[src/rtl/spi_evt_pkg.sv]
package spi_evt_pkg;

  localparam int unsigned WORD_W     = 32;
  localparam int unsigned NUM_STICKY = 4;

  // status word bit positions (software decodes these)
  localparam int unsigned POS_TIP = 31;
  localparam int unsigned POS_LT  = 14;
  localparam int unsigned POS_OV  = 12;
  localparam int unsigned POS_UN  = 11;
  localparam int unsigned POS_MME = 10;
  localparam int unsigned POS_NE  = 9;
  localparam int unsigned POS_NF  = 8;

  // sticky vector ordering, shared with irq_mask
  localparam int unsigned IDX_LT  = 0;
  localparam int unsigned IDX_OV  = 1;
  localparam int unsigned IDX_UN  = 2;
  localparam int unsigned IDX_MME = 3;

  localparam logic [WORD_W-1:0] RSVD_MASK = ~32'h8000_5F00;

  function automatic logic level_full(input int unsigned lvl, input int unsigned depth);
    return lvl >= depth;
  endfunction

  function automatic logic level_empty(input int unsigned lvl);
    return lvl == 0;
  endfunction

  function automatic logic [WORD_W-1:0] pack_status(
    input logic                  tip,
    input logic [NUM_STICKY-1:0] stk,
    input logic                  ne,
    input logic                  nf
  );
    logic [WORD_W-1:0] w;
    w          = '0;
    w[POS_TIP] = tip;
    w[POS_LT]  = stk[IDX_LT];
    w[POS_OV]  = stk[IDX_OV];
    w[POS_UN]  = stk[IDX_UN];
    w[POS_MME] = stk[IDX_MME];
    w[POS_NE]  = ne;
    w[POS_NF]  = nf;
    return w;
  endfunction

  function automatic logic [NUM_STICKY-1:0] w1c_mask(input logic [WORD_W-1:0] wd);
    logic [NUM_STICKY-1:0] m;
    m[IDX_LT]  = wd[POS_LT];
    m[IDX_OV]  = wd[POS_OV];
    m[IDX_UN]  = wd[POS_UN];
    m[IDX_MME] = wd[POS_MME];
    return m;
  endfunction

endpackage

[src/rtl/spi_evt_sync.sv]
module spi_evt_sync #(
  parameter int unsigned STAGES = 2
) (
  input  logic clk,
  input  logic rst_n,
  input  logic sel_n,
  output logic fall
);

  // chain[STAGES-1] is the synchronized level, chain[STAGES] its previous value
  logic [STAGES:0] chain;

  always_ff @(posedge clk or negedge rst_n) begin
    if (!rst_n) chain <= '1;
    else        chain <= {chain[STAGES-1:0], sel_n};
  end

  assign fall = chain[STAGES] & ~chain[STAGES-1];

endmodule

[src/rtl/spi_evt_detect.sv]
module spi_evt_detect
  import spi_evt_pkg::*;
#(
  parameter int unsigned TXQ_DEPTH = 8,
  parameter int unsigned RXQ_DEPTH = 8,
  parameter int unsigned TX_LVL_W  = $clog2(TXQ_DEPTH + 1),
  parameter int unsigned RX_LVL_W  = $clog2(RXQ_DEPTH + 1)
) (
  input  logic                  xfer_done,
  input  logic                  rx_push,
  input  logic                  slv_xfer_start,
  input  logic [TX_LVL_W-1:0]   tx_level,
  input  logic [RX_LVL_W-1:0]   rx_level,
  input  logic                  mode_master,
  input  logic                  sel_fall,
  input  logic                  last_armed,
  output logic [NUM_STICKY-1:0] ev_vec,
  output logic                  rx_accept,
  output logic                  tx_fill_ones,
  output logic                  core_dis_req
);

  logic tx_empty, rx_full;

  assign tx_empty = level_empty(32'(tx_level));
  assign rx_full  = level_full(32'(rx_level), RXQ_DEPTH);

  always_comb begin
    ev_vec          = '0;
    ev_vec[IDX_LT]  = xfer_done & last_armed & tx_empty;
    ev_vec[IDX_OV]  = rx_push & rx_full;
    ev_vec[IDX_UN]  = slv_xfer_start & ~mode_master & tx_empty;
    ev_vec[IDX_MME] = sel_fall & mode_master;
  end

  assign rx_accept    = rx_push & ~rx_full;
  assign tx_fill_ones = ev_vec[IDX_UN];
  assign core_dis_req = ev_vec[IDX_MME];

endmodule

[src/rtl/spi_evt_sticky.sv]
module spi_evt_sticky #(
  parameter int unsigned N = 4
) (
  input  logic         clk,
  input  logic         rst_n,
  input  logic [N-1:0] set_i,
  input  logic [N-1:0] clr_i,
  output logic [N-1:0] q_o
);

  for (genvar g = 0; g < N; g++) begin : g_bit
    logic q_r;
    // set has priority over a same-cycle clear
    always_ff @(posedge clk or negedge rst_n) begin
      if (!rst_n) q_r <= 1'b0;
      else        q_r <= set_i[g] | (q_r & ~clr_i[g]);
    end
    assign q_o[g] = q_r;
  end

endmodule

[src/rtl/spi_evt_status.sv]
module spi_evt_status
  import spi_evt_pkg::*;
#(
  parameter int unsigned TXQ_DEPTH   = 8,
  parameter int unsigned RXQ_DEPTH   = 8,
  parameter int unsigned TX_LVL_W    = $clog2(TXQ_DEPTH + 1),
  parameter int unsigned RX_LVL_W    = $clog2(RXQ_DEPTH + 1),
  parameter int unsigned ADDR_W      = 8,
  parameter int unsigned EVT_OFFSET  = 32'h24,
  parameter int unsigned SYNC_STAGES = 2
) (
  input  logic                  clk,
  input  logic                  rst_n,
  input  logic                  reg_wr,
  input  logic [ADDR_W-1:0]     reg_addr,
  input  logic [WORD_W-1:0]     reg_wdata,
  output logic [WORD_W-1:0]     reg_rdata,
  input  logic                  xfer_start,
  input  logic                  xfer_done,
  input  logic                  rx_push,
  input  logic                  slv_xfer_start,
  input  logic [TX_LVL_W-1:0]   tx_level,
  input  logic [RX_LVL_W-1:0]   rx_level,
  input  logic                  ssel_n,
  input  logic                  core_en,
  input  logic                  mode_master,
  input  logic                  lst_cmd,
  input  logic [NUM_STICKY-1:0] irq_mask,
  output logic                  rx_accept,
  output logic                  tx_fill_ones,
  output logic                  core_dis_req,
  output logic                  irq
);

  localparam logic [ADDR_W-1:0] OFFS = ADDR_W'(EVT_OFFSET);

  // named internal events, observed by the bound checker
  logic                  sel_fall;
  logic [NUM_STICKY-1:0] ev_vec;
  logic [NUM_STICKY-1:0] clr_vec;
  logic [NUM_STICKY-1:0] stk_q;
  logic                  addr_hit;
  logic                  wr_hit;
  logic                  start_any;
  logic                  tip_q, arm_q, ne_q, nf_q;
  logic [WORD_W-1:0]     stat_word;

  spi_evt_sync #(.STAGES(SYNC_STAGES)) u_sync (
    .clk   (clk),
    .rst_n (rst_n),
    .sel_n (ssel_n),
    .fall  (sel_fall)
  );

  spi_evt_detect #(
    .TXQ_DEPTH (TXQ_DEPTH),
    .RXQ_DEPTH (RXQ_DEPTH),
    .TX_LVL_W  (TX_LVL_W),
    .RX_LVL_W  (RX_LVL_W)
  ) u_det (
    .xfer_done      (xfer_done),
    .rx_push        (rx_push),
    .slv_xfer_start (slv_xfer_start),
    .tx_level       (tx_level),
    .rx_level       (rx_level),
    .mode_master    (mode_master),
    .sel_fall       (sel_fall),
    .last_armed     (arm_q),
    .ev_vec         (ev_vec),
    .rx_accept      (rx_accept),
    .tx_fill_ones   (tx_fill_ones),
    .core_dis_req   (core_dis_req)
  );

  assign addr_hit = (reg_addr == OFFS);
  assign wr_hit   = reg_wr & addr_hit;
  assign clr_vec  = wr_hit ? w1c_mask(reg_wdata) : '0;

  spi_evt_sticky #(.N(NUM_STICKY)) u_stk (
    .clk   (clk),
    .rst_n (rst_n),
    .set_i (ev_vec),
    .clr_i (clr_vec),
    .q_o   (stk_q)
  );

  assign start_any = xfer_start | slv_xfer_start;

  always_ff @(posedge clk or negedge rst_n) begin
    if (!rst_n) begin
      tip_q <= 1'b0;
      arm_q <= 1'b0;
      ne_q  <= 1'b0;
      nf_q  <= 1'b0;
    end else begin
      if (start_any)      tip_q <= 1'b1;
      else if (xfer_done) tip_q <= 1'b0;

      if (!core_en)                arm_q <= 1'b0;
      else if (lst_cmd)            arm_q <= 1'b1;
      else if (ev_vec[IDX_LT])     arm_q <= 1'b0;

      ne_q <= ~level_empty(32'(rx_level));

      if (core_en) nf_q <= ~level_full(32'(tx_level), TXQ_DEPTH);
    end
  end

  assign stat_word = pack_status(tip_q, stk_q, ne_q, nf_q);
  assign reg_rdata = addr_hit ? stat_word : '0;
  assign irq       = |(stk_q & irq_mask);

endmodule

[config.mk]
export PLATFORM = sky130hd
export DESIGN_NAME = spi_evt_status
export DESIGN_NICKNAME = d
export VERILOG_FILES = /design/src/rtl/spi_evt_pkg.sv /design/src/rtl/spi_evt_sync.sv /design/src/rtl/spi_evt_detect.sv /design/src/rtl/spi_evt_sticky.sv /design/src/rtl/spi_evt_status.sv
export SDC_FILE = /design/constraint.sdc
export NUM_CORES = 1
export LEC_CHECK = 0
export ABC_CLOCK_PERIOD_IN_PS = 1500
export BUFFER_PORTS_ARGS = -buffer_cell sky130_fd_sc_hd__buf_2
export CAP_MARGIN = 25
export CORE_UTILIZATION = 31
export CTS_CLUSTER_DIAMETER = 150
export DETAILED_ROUTE_END_ITERATION = 6
export PLACE_DENSITY_LB_ADDON = 0.2
export SLEW_MARGIN = 10
export SYNTH_ARGS = -nofsm -noshare
export SYNTH_HDL_FRONTEND = slang
export SYNTH_SLANG_ARGS = --single-unit
export TNS_END_PERCENT = 1
[constraint.sdc]
create_clock -name clk -period 1.5 [get_ports clk]
set_input_delay 0.45 -clock clk [delete_from_list [all_inputs] [get_ports clk]]
set_output_delay 0.45 -clock clk [all_outputs]
set_load 0.02 [all_outputs]
# Word-level counts from Yosys, hierarchy flattened
# Cells that the tools add are included.
[word_totals]
regBits = 11
output_inout_bits = 36
[op_classes]
magnitude_cmp = 2
n_eq_ne = 2
mux = 7
bitwise_logic = 28
n_reduce_logical = 4
[op_table]
columns = ["op", "count"]
rows = [
  ["32-bit two-way mux", 1],
  ["1-bit bitwise AND", 13],
  ["1-bit inverter", 9],
  ["8-bit by 6-bit == test with 1-bit output, second input constant", 1],
  ["4-bit greater-or-equal comparator, second input constant", 2],
  ["4-bit zero test", 2],
  ["1-bit two-way mux", 5],
  ["1-bit OR", 5],
  ["4-bit bitwise AND", 1],
  ["4-bit two-way mux", 1],
  ["4-bit OR reduction", 1],
  ["3-bit by 1-bit != test with 1-bit output, second input constant", 1],
  ["2-bit nonzero test", 1],
]

# Logic depth before layout (Yosys ltp)
# Gate-level depths: netlist (run 1).
[logic_depth]
depth_word = 6
depth_mapped = 4
depth_no_buf = 3

# Hierarchy
# From an unflattened synthesis (run 1), not the netlist that was laid out.
[unflattened]
hier_cells = 95
area_unflattened_um2 = 878.3
[by_module_without_submodules]
columns = ["mod", "n_inst", "cells_per_inst", "area_each_um2"]
rows = [
  ["spi_evt_status", 1, 66, 545.5],
  ["spi_evt_sticky", 1, 16, 175.2],
  ["spi_evt_sync", 1, 4, 92.6],
  ["spi_evt_detect", 1, 9, 65.1],
]

# Least setup slack after synthesis (run 1)
# OpenSTA, ideal clock, no wires.
[synth_timing]
path_type = "input-to-output"
startpoint = "input reg_addr[7]"
endpoint = "output reg_rdata[10]"
t_arrival_ns = 1.137
slack_ns = -0.087
stages = 3
path_buffers = 1
cell_sequence = "nor4b_4 -> buf_6 -> and3_1"
[synth_between]
elab_chain_len = 2
[synth_lines]
columns = ["item", "line_no", "rtl"]
rows = [
  ["from (decl)", "spi_evt_status.sv:15", "input logic [ADDR_W-1:0] reg_addr,"],
  ["8-bit by 6-bit == test with 1-bit output", "spi_evt_status.sv:75", "assign addr_hit = (reg_addr == OFFS);"],
  ["32-bit two-way mux", "spi_evt_status.sv:110", "assign reg_rdata = addr_hit ? stat_word : '0;"],
  ["to (decl)", "spi_evt_status.sv:17", "output logic [WORD_W-1:0] reg_rdata,"],
]
# No other way between the ends.

# Worst setup path after layout (run 1)
[layout_timing]
startpoint = "input reg_addr[0]"
endpoint = "output reg_rdata[14]"
# Same word-level chain as after synthesis.

==> flow_summary.ini, run 1 <==
[layout]
design_area_mm2 = 0.00107
final_nets = 189
stdcell_count = 153
final_common_cell = buf_2
final_cell_mix = buf_2, conb_1, buf_6, dfrtp_1, and3_4
num_antenna_cells = 0
drive_gt1_frac = 0.552
final_util = 0.481
syn2layout_area_growth_pct = 43.6
fillers = 218

[power_and_ir_drop]
p_leak_nw = 0.563
ir_drop_mv = 0.403
power.total_mw = 0.718
powerDensity_mw_per_mm2 = 668

[global_routing]
grtUsageMet3 = 0.0298
grt.met1_usage = 0.175
grt_antenna_before_repair = 0
grt_pass1_wl_um = 2580
met2_usage = 0.215
grt_use_total = 0.137
grt-busiest-layer = met2
grt_max_degree = 12
first_global_vias = 560
grt_remaining_overflow = 0

[floorplanning]
core_area_mm2 = 0.00223
start_util = 0.335
die_w_um = 51.1
rows = 17
die_area_mm2 = 0.00261
die_h_um = 51.1
num_io_pins = 99

[cts]
cts_buffers = 3
clk_latency_ps = 260
cts_sinks = 11
clockBufferDepth = 2
htree_levels = 1
clkTransAtPathRegs_ps = 70
holdBufCountCts = 0
tritoncts = built
cts_root_buf = clkbuf_4

[sta]
fin_crit_sh = 1.18
hold_viol = 0
rsz0062_at_grt = true
setup_violations = 10
fmax_ghz = 0.566
fin_skew_ps = 0.183
setup_slack_ps = -268
post-route-min-period_ps = 1770
maxSlewViolCount = 0

[setup_path]
critPathLaunch = reg_addr[0]
startpoint_type = primary input
path_class = in2out
r2r_start = u_sync.chain[1]
slowest_delay_ps = 310
worstPathRequired_ps = 1050
crit_top_cell = buf_6
ff2ff_setup_slack_ps = 470
arrival_ps = 1320
critical_path.max_fanout = 2
cp_cell_sequence = buf_6, nor4b_4, buf_2, and3_4, buf_6
end_kind = output pin
cpMaxStageDelayCell = nor4b_4

[logic_synthesis]
synthCells = 73
avgSynthCellArea_um2 = 10.2
ys_seq_area_frac = 0.373
yosys_warnings = 0
syn-cell-area_um2 = 748
synth-seq-cells = 11
synth_cell_types = 24

[worst_hold_path]
hold_path.class = in2async

[detailed_routing]
drt_iter0_markers = 2
wire_per_inst_um = 10.6
wl_um = 1620
first_pass_iters = 3
final_antenna_net_count = 0
vias = 643
drc = 0
drt-vias-per-instance = 4.20

[place]
place_area_um2 = 951
port_buffers = 45
place_congestion = 0.638
dp_cells = 147
dp_slack_ps = -321
dp_hpwl_um = 1250

[status]
outcome = finished with violations
violations = setup timing

[flow_run]
maxCapViolations = 0
cell usage after synthesis:
library cell / number / area, um2
a21boi_0: 1 / 7.51
a21o_1: 1 / 7.51
a21oi_1: 2 / 10.0
a22o_1: 1 / 8.76
a22oi_1: 2 / 15.0
a32o_1: 1 / 10.0
and3_1: 4 / 25.0
and3_2: 4 / 30.0
and3b_1: 2 / 17.5
buf_4: 25 / 188
buf_6: 2 / 22.5
conb_1: 1 / 3.75
dfrtp_1: 8 / 200
dfstp_2: 3 / 78.8
inv_1: 1 / 3.75
nand2_1: 1 / 3.75
nand4_1: 3 / 18.8
nor2_1: 3 / 11.3
nor2b_1: 2 / 12.5
nor4_1: 1 / 6.26
nor4b_4: 2 / 47.6
o21a_1: 1 / 7.51
o21ai_0: 1 / 5.00
or4_1: 1 / 7.51
logic make-up (layout without fill, tap and decap cells):
kind of cell | Yosys count | after routing | synth area share
flip-flops | 11 | 11 | 0.373
buffers and inverters | 28 | 56 | 0.286
other | 1 | 25 | 0.00501
AND/OR/NAND/NOR | 23 | 23 | 0.241
AO/OA/AOI/OAI | 10 | 10 | 0.0953
metal layers:
metal | routed length [um] | vias up
met5 | 0 | -
met4 | 10 | 0
met3 | 150 | 2
met2 | 770 | 46
met1 | 689 | 286
li1 | - | 309
through the flow:
step / setup TNS, ps / hold WS, ps
floorplan: -361 / 154
CTS: -2380 / 42.9
global placement: -2530 / 331
global route: -2630 / 47.6
finish: -2140 / 45.5
detailed placement: -2500 / 336
flip-flops by register name (all words and copies together), names as in the netlist:
| name | count |
|---|---|
| arm_q | 1 |
| tip_q | 1 |
| u_sync.chain | 3 |
| nf_q | 1 |
| ne_q | 1 |
| u_stk.g_bit.q_r | 4 |
where the power goes:
part	total (mW)	switching, mW	internal [mW]
Sequential	0.339	0.0161	0.323
Combinational	0.179	0.110	0.0694
Clock	0.200	0.0973	0.103
Total	0.718	0.223	0.495
worst max-delay path: cells and delay by family:
kind / cells / cell delay, ps
AND/OR/NAND/NOR: 2 / 480
buffers and inverters: 3 / 380
final timing paths:
kind                                       to  depth (start not counted)
max reg2reg                u_stk.g_bit[3].q_r                          3
min reg2reg                   u_sync.chain[1]                          0
max                             reg_rdata[14]                          5
min                        u_stk.g_bit[2].q_r                          1
min in group clk              u_sync.chain[0]                          1
max in group asynchronous     u_sync.chain[2]                          1
area by class of cell:
cell class	count	area, um2	share of cell area
flip-flops and latches	11	279	0.260
multi-input cells	58	393	0.366
well taps	28	35.0	0.0326
clock buffers	4	26.3	0.0244
repair buffers	51	338	0.314
inverters	1	3.75	0.00349
repair_timing:
item                       CTS  global route
cloned                       1             0
pin swaps                    2             1
resized for setup           22             0
buffers inserted             1             0
setup endpoints to repair   10            10
Note: power is estimated with default switching activity, not from simulation.
==> run 2, diff against run 1 <==
Settings changed: CAP_MARGIN 25 to default, PLACE_DENSITY from default to 0.8, PLACE_DENSITY_LB_ADDON 0.2 to default.
==> run 2 against run 1 <==
The run still ends with setup timing left. Via count increased by 5.4%. Core utilization increased by 0.62 points. First-iteration DRC count increased to 3.0 times the previous value. Critical path depth unchanged. Worst hold slack improved by 6.1 ps. Sequential share of layout area decreased by 0.33 points. Sequential power about the same. Clock power decreased by 4%. Critical path type unchanged. Critical endpoint unchanged.
==> flow_summary.ini, run 2 (synthesis gave the netlist of run 1 again) <==
[layout]
final_common_cell = buf_2
drive_gt1_frac = 0.559
largest_register_ffs = 4
final_util = 0.487
design_area_mm2 = 0.00109
stdcell_count = 155
largest_register = u_stk.g_bit.q_r
reg_top3 = u_stk.g_bit.q_r: 4 flops, u_sync.chain: 3 flops
syn2layout_area_growth_pct = 45.5
num_antenna_cells = 0
final_nets = 191
final_cell_mix = buf_2, conb_1, buf_6, dfrtp_1

[global_routing]
first_global_vias = 665
grt_antenna_before_repair = 0
grt_remaining_overflow = 0
grt_max_degree = 12
grt_use_total = 0.151
grt_pass1_wl_um = 2920

[status]
violations = setup timing
outcome = finished with violations

[detailed_routing]
wl_um = 1830
drt-vias-per-instance = 4.37
drt_iter0_markers = 6
final_antenna_net_count = 0
drc = 0
wire_per_inst_um = 11.8
first_pass_iters = 2
vias = 678

[flow_run]
maxCapViolations = 0

[cts]
htree_levels = 1
clockBufferDepth = 2
cts_root_buf = clkbuf_4
clk_latency_ps = 260
clkTransAtPathRegs_ps = 70
holdBufCountCts = 0
cts_buffers = 3
cts_sinks = 11
tritoncts = built

[place]
place_congestion = 0.680
dp_cells = 146
port_buffers = 45
dp_hpwl_um = 1420
dp_slack_ps = -385
place_area_um2 = 943

[setup_path]
worstPathRequired_ps = 1050
critPathLaunch = reg_addr[6]
crit_top_cell = buf_6
path_class = in2out
cp_cell_sequence = buf_6, nor4b_4, buf_4, and3_4, buf_6
critical_path.max_fanout = 3
crit_buf_inv = 3
r2r_start = u_sync.chain[1]
critPathTopFamily = simple AND/OR/NAND/NOR gates
cpMaxStageDelayCell = nor4b_4
startpoint_type = primary input
arrival_ps = 1320
end_kind = output pin
slowest_delay_ps = 320

[power_and_ir_drop]
cellInternalPower_mw = 0.498
ir_drop_mv = 0.475
p_leak_nw = 0.573
powerDensity_mw_per_mm2 = 661
seqPwrFrac = 0.473
switching_share = 0.308
power_frac_comb = 0.260
p_sw_mw = 0.221
pwr-share-clk = 0.267

[floorplanning]
num_io_pins = 99
die_w_um = 51.1
start_util = 0.335
core_area_mm2 = 0.00223
die_area_mm2 = 0.00261
die_h_um = 51.1
rows = 17

[worst_hold_path]
hold_path.class = in2async

[sta]
rsz0062_at_grt = true
setup_slack_ps = -273
post-route-min-period_ps = 1770
fin_crit_sh = 1.18
tns_ps = -2240
hold_viol = 0
fmax_ghz = 0.564
fin_skew_ps = 0.209
maxSlewViolCount = 0
setup_violations = 11
run 2: path summary, 6_finish.rpt:
| check | to | slack [ps] | cells past startpoint |
|---|---|---|---|
| max | reg_rdata[14] | -270 | 5 |
| min | tip_q | 50 | 1 |
| max reg2reg | u_stk.g_bit[3].q_r | 470 | 3 |
| min reg2reg | u_sync.chain[1] | 360 | 0 |
| max in group asynchronous | u_sync.chain[1] | 1190 | 1 |
| min in group clk | u_sync.chain[0] | 290 | 1 |
run 2: per-stage QoR:
| step | total power [mW] | hold WS [ps] |
|---|---|---|
| 2_1_floorplan | 0.489 | 154 |
| 3_3_place_gp | 0.508 | 324 |
| 3_5_place_dp | 0.516 | 329 |
| 4_1_cts | 0.722 | 48.7 |
| 5_1_grt | 0.761 | 53.7 |
| 6_report | 0.719 | 51.5 |
run 2: power groups by stage:
stage               clock network, mW  logic [mW]  registers (mW)
global placement                    0       0.166           0.343
CTS                             0.197       0.185           0.340
detailed placement                  0       0.171           0.345
finish                          0.192       0.187           0.340
global route                    0.214       0.205           0.342
floorplan                           0       0.150           0.339
run 2: metal layers:
layer / part of all wire / GRT usage / up-vias / routed length [um]
li1: - / - / 313 / -
met1: 0.36 / 0.152 / 313 / 654
met2: 0.54 / 0.294 / 50 / 989
met3: 0.096 / 0.0298 / 2 / 176
met4: 0.0044 / 0.0648 / 0 / 8
met5: 0 / 0 / - / 0
run 2: repair_timing:
item,4_1_cts,5_1_grt
gates resized for setup,21,1
gates cloned,1,0
buffers inserted,3,1
hold endpoints to repair,0,0
pin swaps,1,2
setup endpoints to repair,10,10
run 2: area by class of cell:
type,instances,area (um2)
inverters,1,3.75
clock buffers,4,26.3
well taps,28,35.0
multi-input cells,58,393
repair buffers,53,352
fillers,220,1140
flip-flops and latches,11,279
==> run 3, diff against run 2 <==
Settings changed: ABC_CLOCK_PERIOD_IN_PS 1500 to 1620, CORE_UTILIZATION 31 to 28, SETUP_SLACK_MARGIN from default to 0.4.
Clock period 1.5 ns to 1.62 ns, I/O delays scaled along.
==> run 3 against run 2 <==
The flow still finishes with violations (setup timing). Sequential share of layout area decreased by 0.80 points. Core utilization decreased by 3.8 points. Total power decreased by 2.7%. Die area increased by 10%. Final area increased by 3.2%. Critical endpoint unchanged.
==> flow_summary.ini, run 3 (synthesis gave the netlist of run 1 again) <==
[layout]
reg_top3 = u_stk.g_bit.q_r: 4 flops, u_sync.chain: 3 flops
drive_gt1_frac = 0.561
final_cell_mix = buf_2, conb_1, buf_6, dfrtp_1, and3_4
largest_register_ffs = 4
final_util = 0.449
largest_register = u_stk.g_bit.q_r
syn2layout_area_growth_pct = 50.2
multiInputGateArea_um2 = 405
final_common_cell = buf_2
num_antenna_cells = 0
final_nets = 187
design_area_mm2 = 0.00112
fillers = 242
final-seq-area_um2 = 279
stdcell_count = 153

[cts]
htree_levels = 1
clkTransAtPathRegs_ps = 80
cts_root_buf = clkbuf_4
cts_buffers = 3
cts_sinks = 11
post_cts_buffers = 0
tritoncts = built
clockBufferDepth = 2
clk_latency_ps = 280

[sta]
fin_crit_sh = 1.13
post-route-min-period_ps = 1830
fin_skew_ps = 0.231
maxSlewViolCount = 0
hold_viol = 0
setup_slack_ps = -209
rsz0062_at_grt = true
fmax_ghz = 0.547
setup_violations = 9

[floorplanning]
die_w_um = 53.7
core_area_mm2 = 0.00250
num_io_pins = 99
rows = 18
die_area_mm2 = 0.00288
start_util = 0.299
die_h_um = 53.7

[setup_path]
arrival_ps = 1340
reg2reg_to = u_stk.g_bit[3].q_r
endpoint = reg_rdata[14]
r2r_start = u_sync.chain[1]
critPathLaunch = reg_addr[7]
end_kind = output pin
rr_worst_depth = 3
worstPathRequired_ps = 1130
startpoint_type = primary input
path_class = in2out
critical_path.max_fanout = 11
ff2ff_setup_slack_ps = 550

[place]
place_area_um2 = 953
dp_slack_ps = -276
port_buffers = 45
dp_cells = 149
place_congestion = 0.670
dp_hpwl_um = 1280

[power_and_ir_drop]
powerDensity_mw_per_mm2 = 623
seqPwrFrac = 0.447
p_sw_mw = 0.227
cellInternalPower_mw = 0.472
pwr-share-clk = 0.288
power_frac_comb = 0.264
switching_share = 0.325
p_leak_nw = 0.573
ir_drop_mv = 0.487

[worst_hold_path]
hold_path.class = in2async

[detailed_routing]
first_pass_iters = 3
wire_per_inst_um = 11.9
final_antenna_net_count = 0
drc = 0
wl_um = 1830
drt_iter0_markers = 5
vias = 667
drt-vias-per-instance = 4.36

[status]
violations = setup timing
outcome = finished with violations

[global_routing]
first_global_vias = 608
grt_max_degree = 12
grt_antenna_before_repair = 0
grt_pass1_wl_um = 2640
grt_remaining_overflow = 0
grt_use_total = 0.134

[flow_run]
maxCapViolations = 0
run 3: cell count changes in the layout (fill, tap and decap cells not counted):
cell / delta
nor2b_1: -1
a22oi_2: +1
nor2b_4: +1
buf_6: +8
buf_4: -4
buf_2: -8
a22oi_1: -1
run 3: power groups by stage:
| stage | clock network, mW | registers (mW) | logic [mW] |
|---|---|---|---|
| finish | 0.202 | 0.313 | 0.185 |
| CTS | 0.207 | 0.313 | 0.176 |
| detailed placement | 0 | 0.318 | 0.156 |
| global placement | 0 | 0.316 | 0.153 |
| global route | 0.213 | 0.316 | 0.201 |
| floorplan | 0 | 0.314 | 0.139 |
run 3: repair_timing:
item                                    4_1_cts  5_1_grt
endpoints found under the setup margin       11       12
hold buffers                                  0        0
pin swaps                                     5        3
gates resized for setup                      30        5
run 3: layout make-up:
class                      count  share of cell area
multi-input combinational     58               0.361
timing repair buffer          49               0.331
sequential                    11               0.248
tap                           30              0.0334
clock buffer                   4              0.0234
inverter                       1             0.00334
run 3: how the worst min path moves through the flow:
stage	from	to	cells past startpoint
5_1_grt	rst_n	u_stk.g_bit[0].q_r	1
3_5_place_dp	u_sync.chain[0]	u_sync.chain[1]	0
3_3_place_gp	u_sync.chain[0]	u_sync.chain[1]	0
6_report	rst_n	u_stk.g_bit[0].q_r	1
4_1_cts	rst_n	u_stk.g_bit[0].q_r	1
2_1_floorplan	rst_n	arm_q	0
run 3: per-stage QoR:
step	TNS [ps]	power (mW)	hold WS (ps)
CTS	-1550	0.696	51.1
detailed placement	-2060	0.474	349
global placement	-2040	0.469	348
global route	-1990	0.730	67.4
finish	-1600	0.700	53.7
floorplan	0	0.453	190
run 3: routing by layer:
metal  GRT usage  share of wire  up-vias
li1            -              -      304
met1       0.126           0.34      310
met2       0.253           0.57       49
met3      0.0198          0.068        4
met4       0.105          0.021        0
met5           0              0        -
run 3: worst max-delay path, stage by stage:
cell and delay [ps]:
buf_6 100, nor4b_4 270, buf_6 180, and3_4 190, buf_6 110
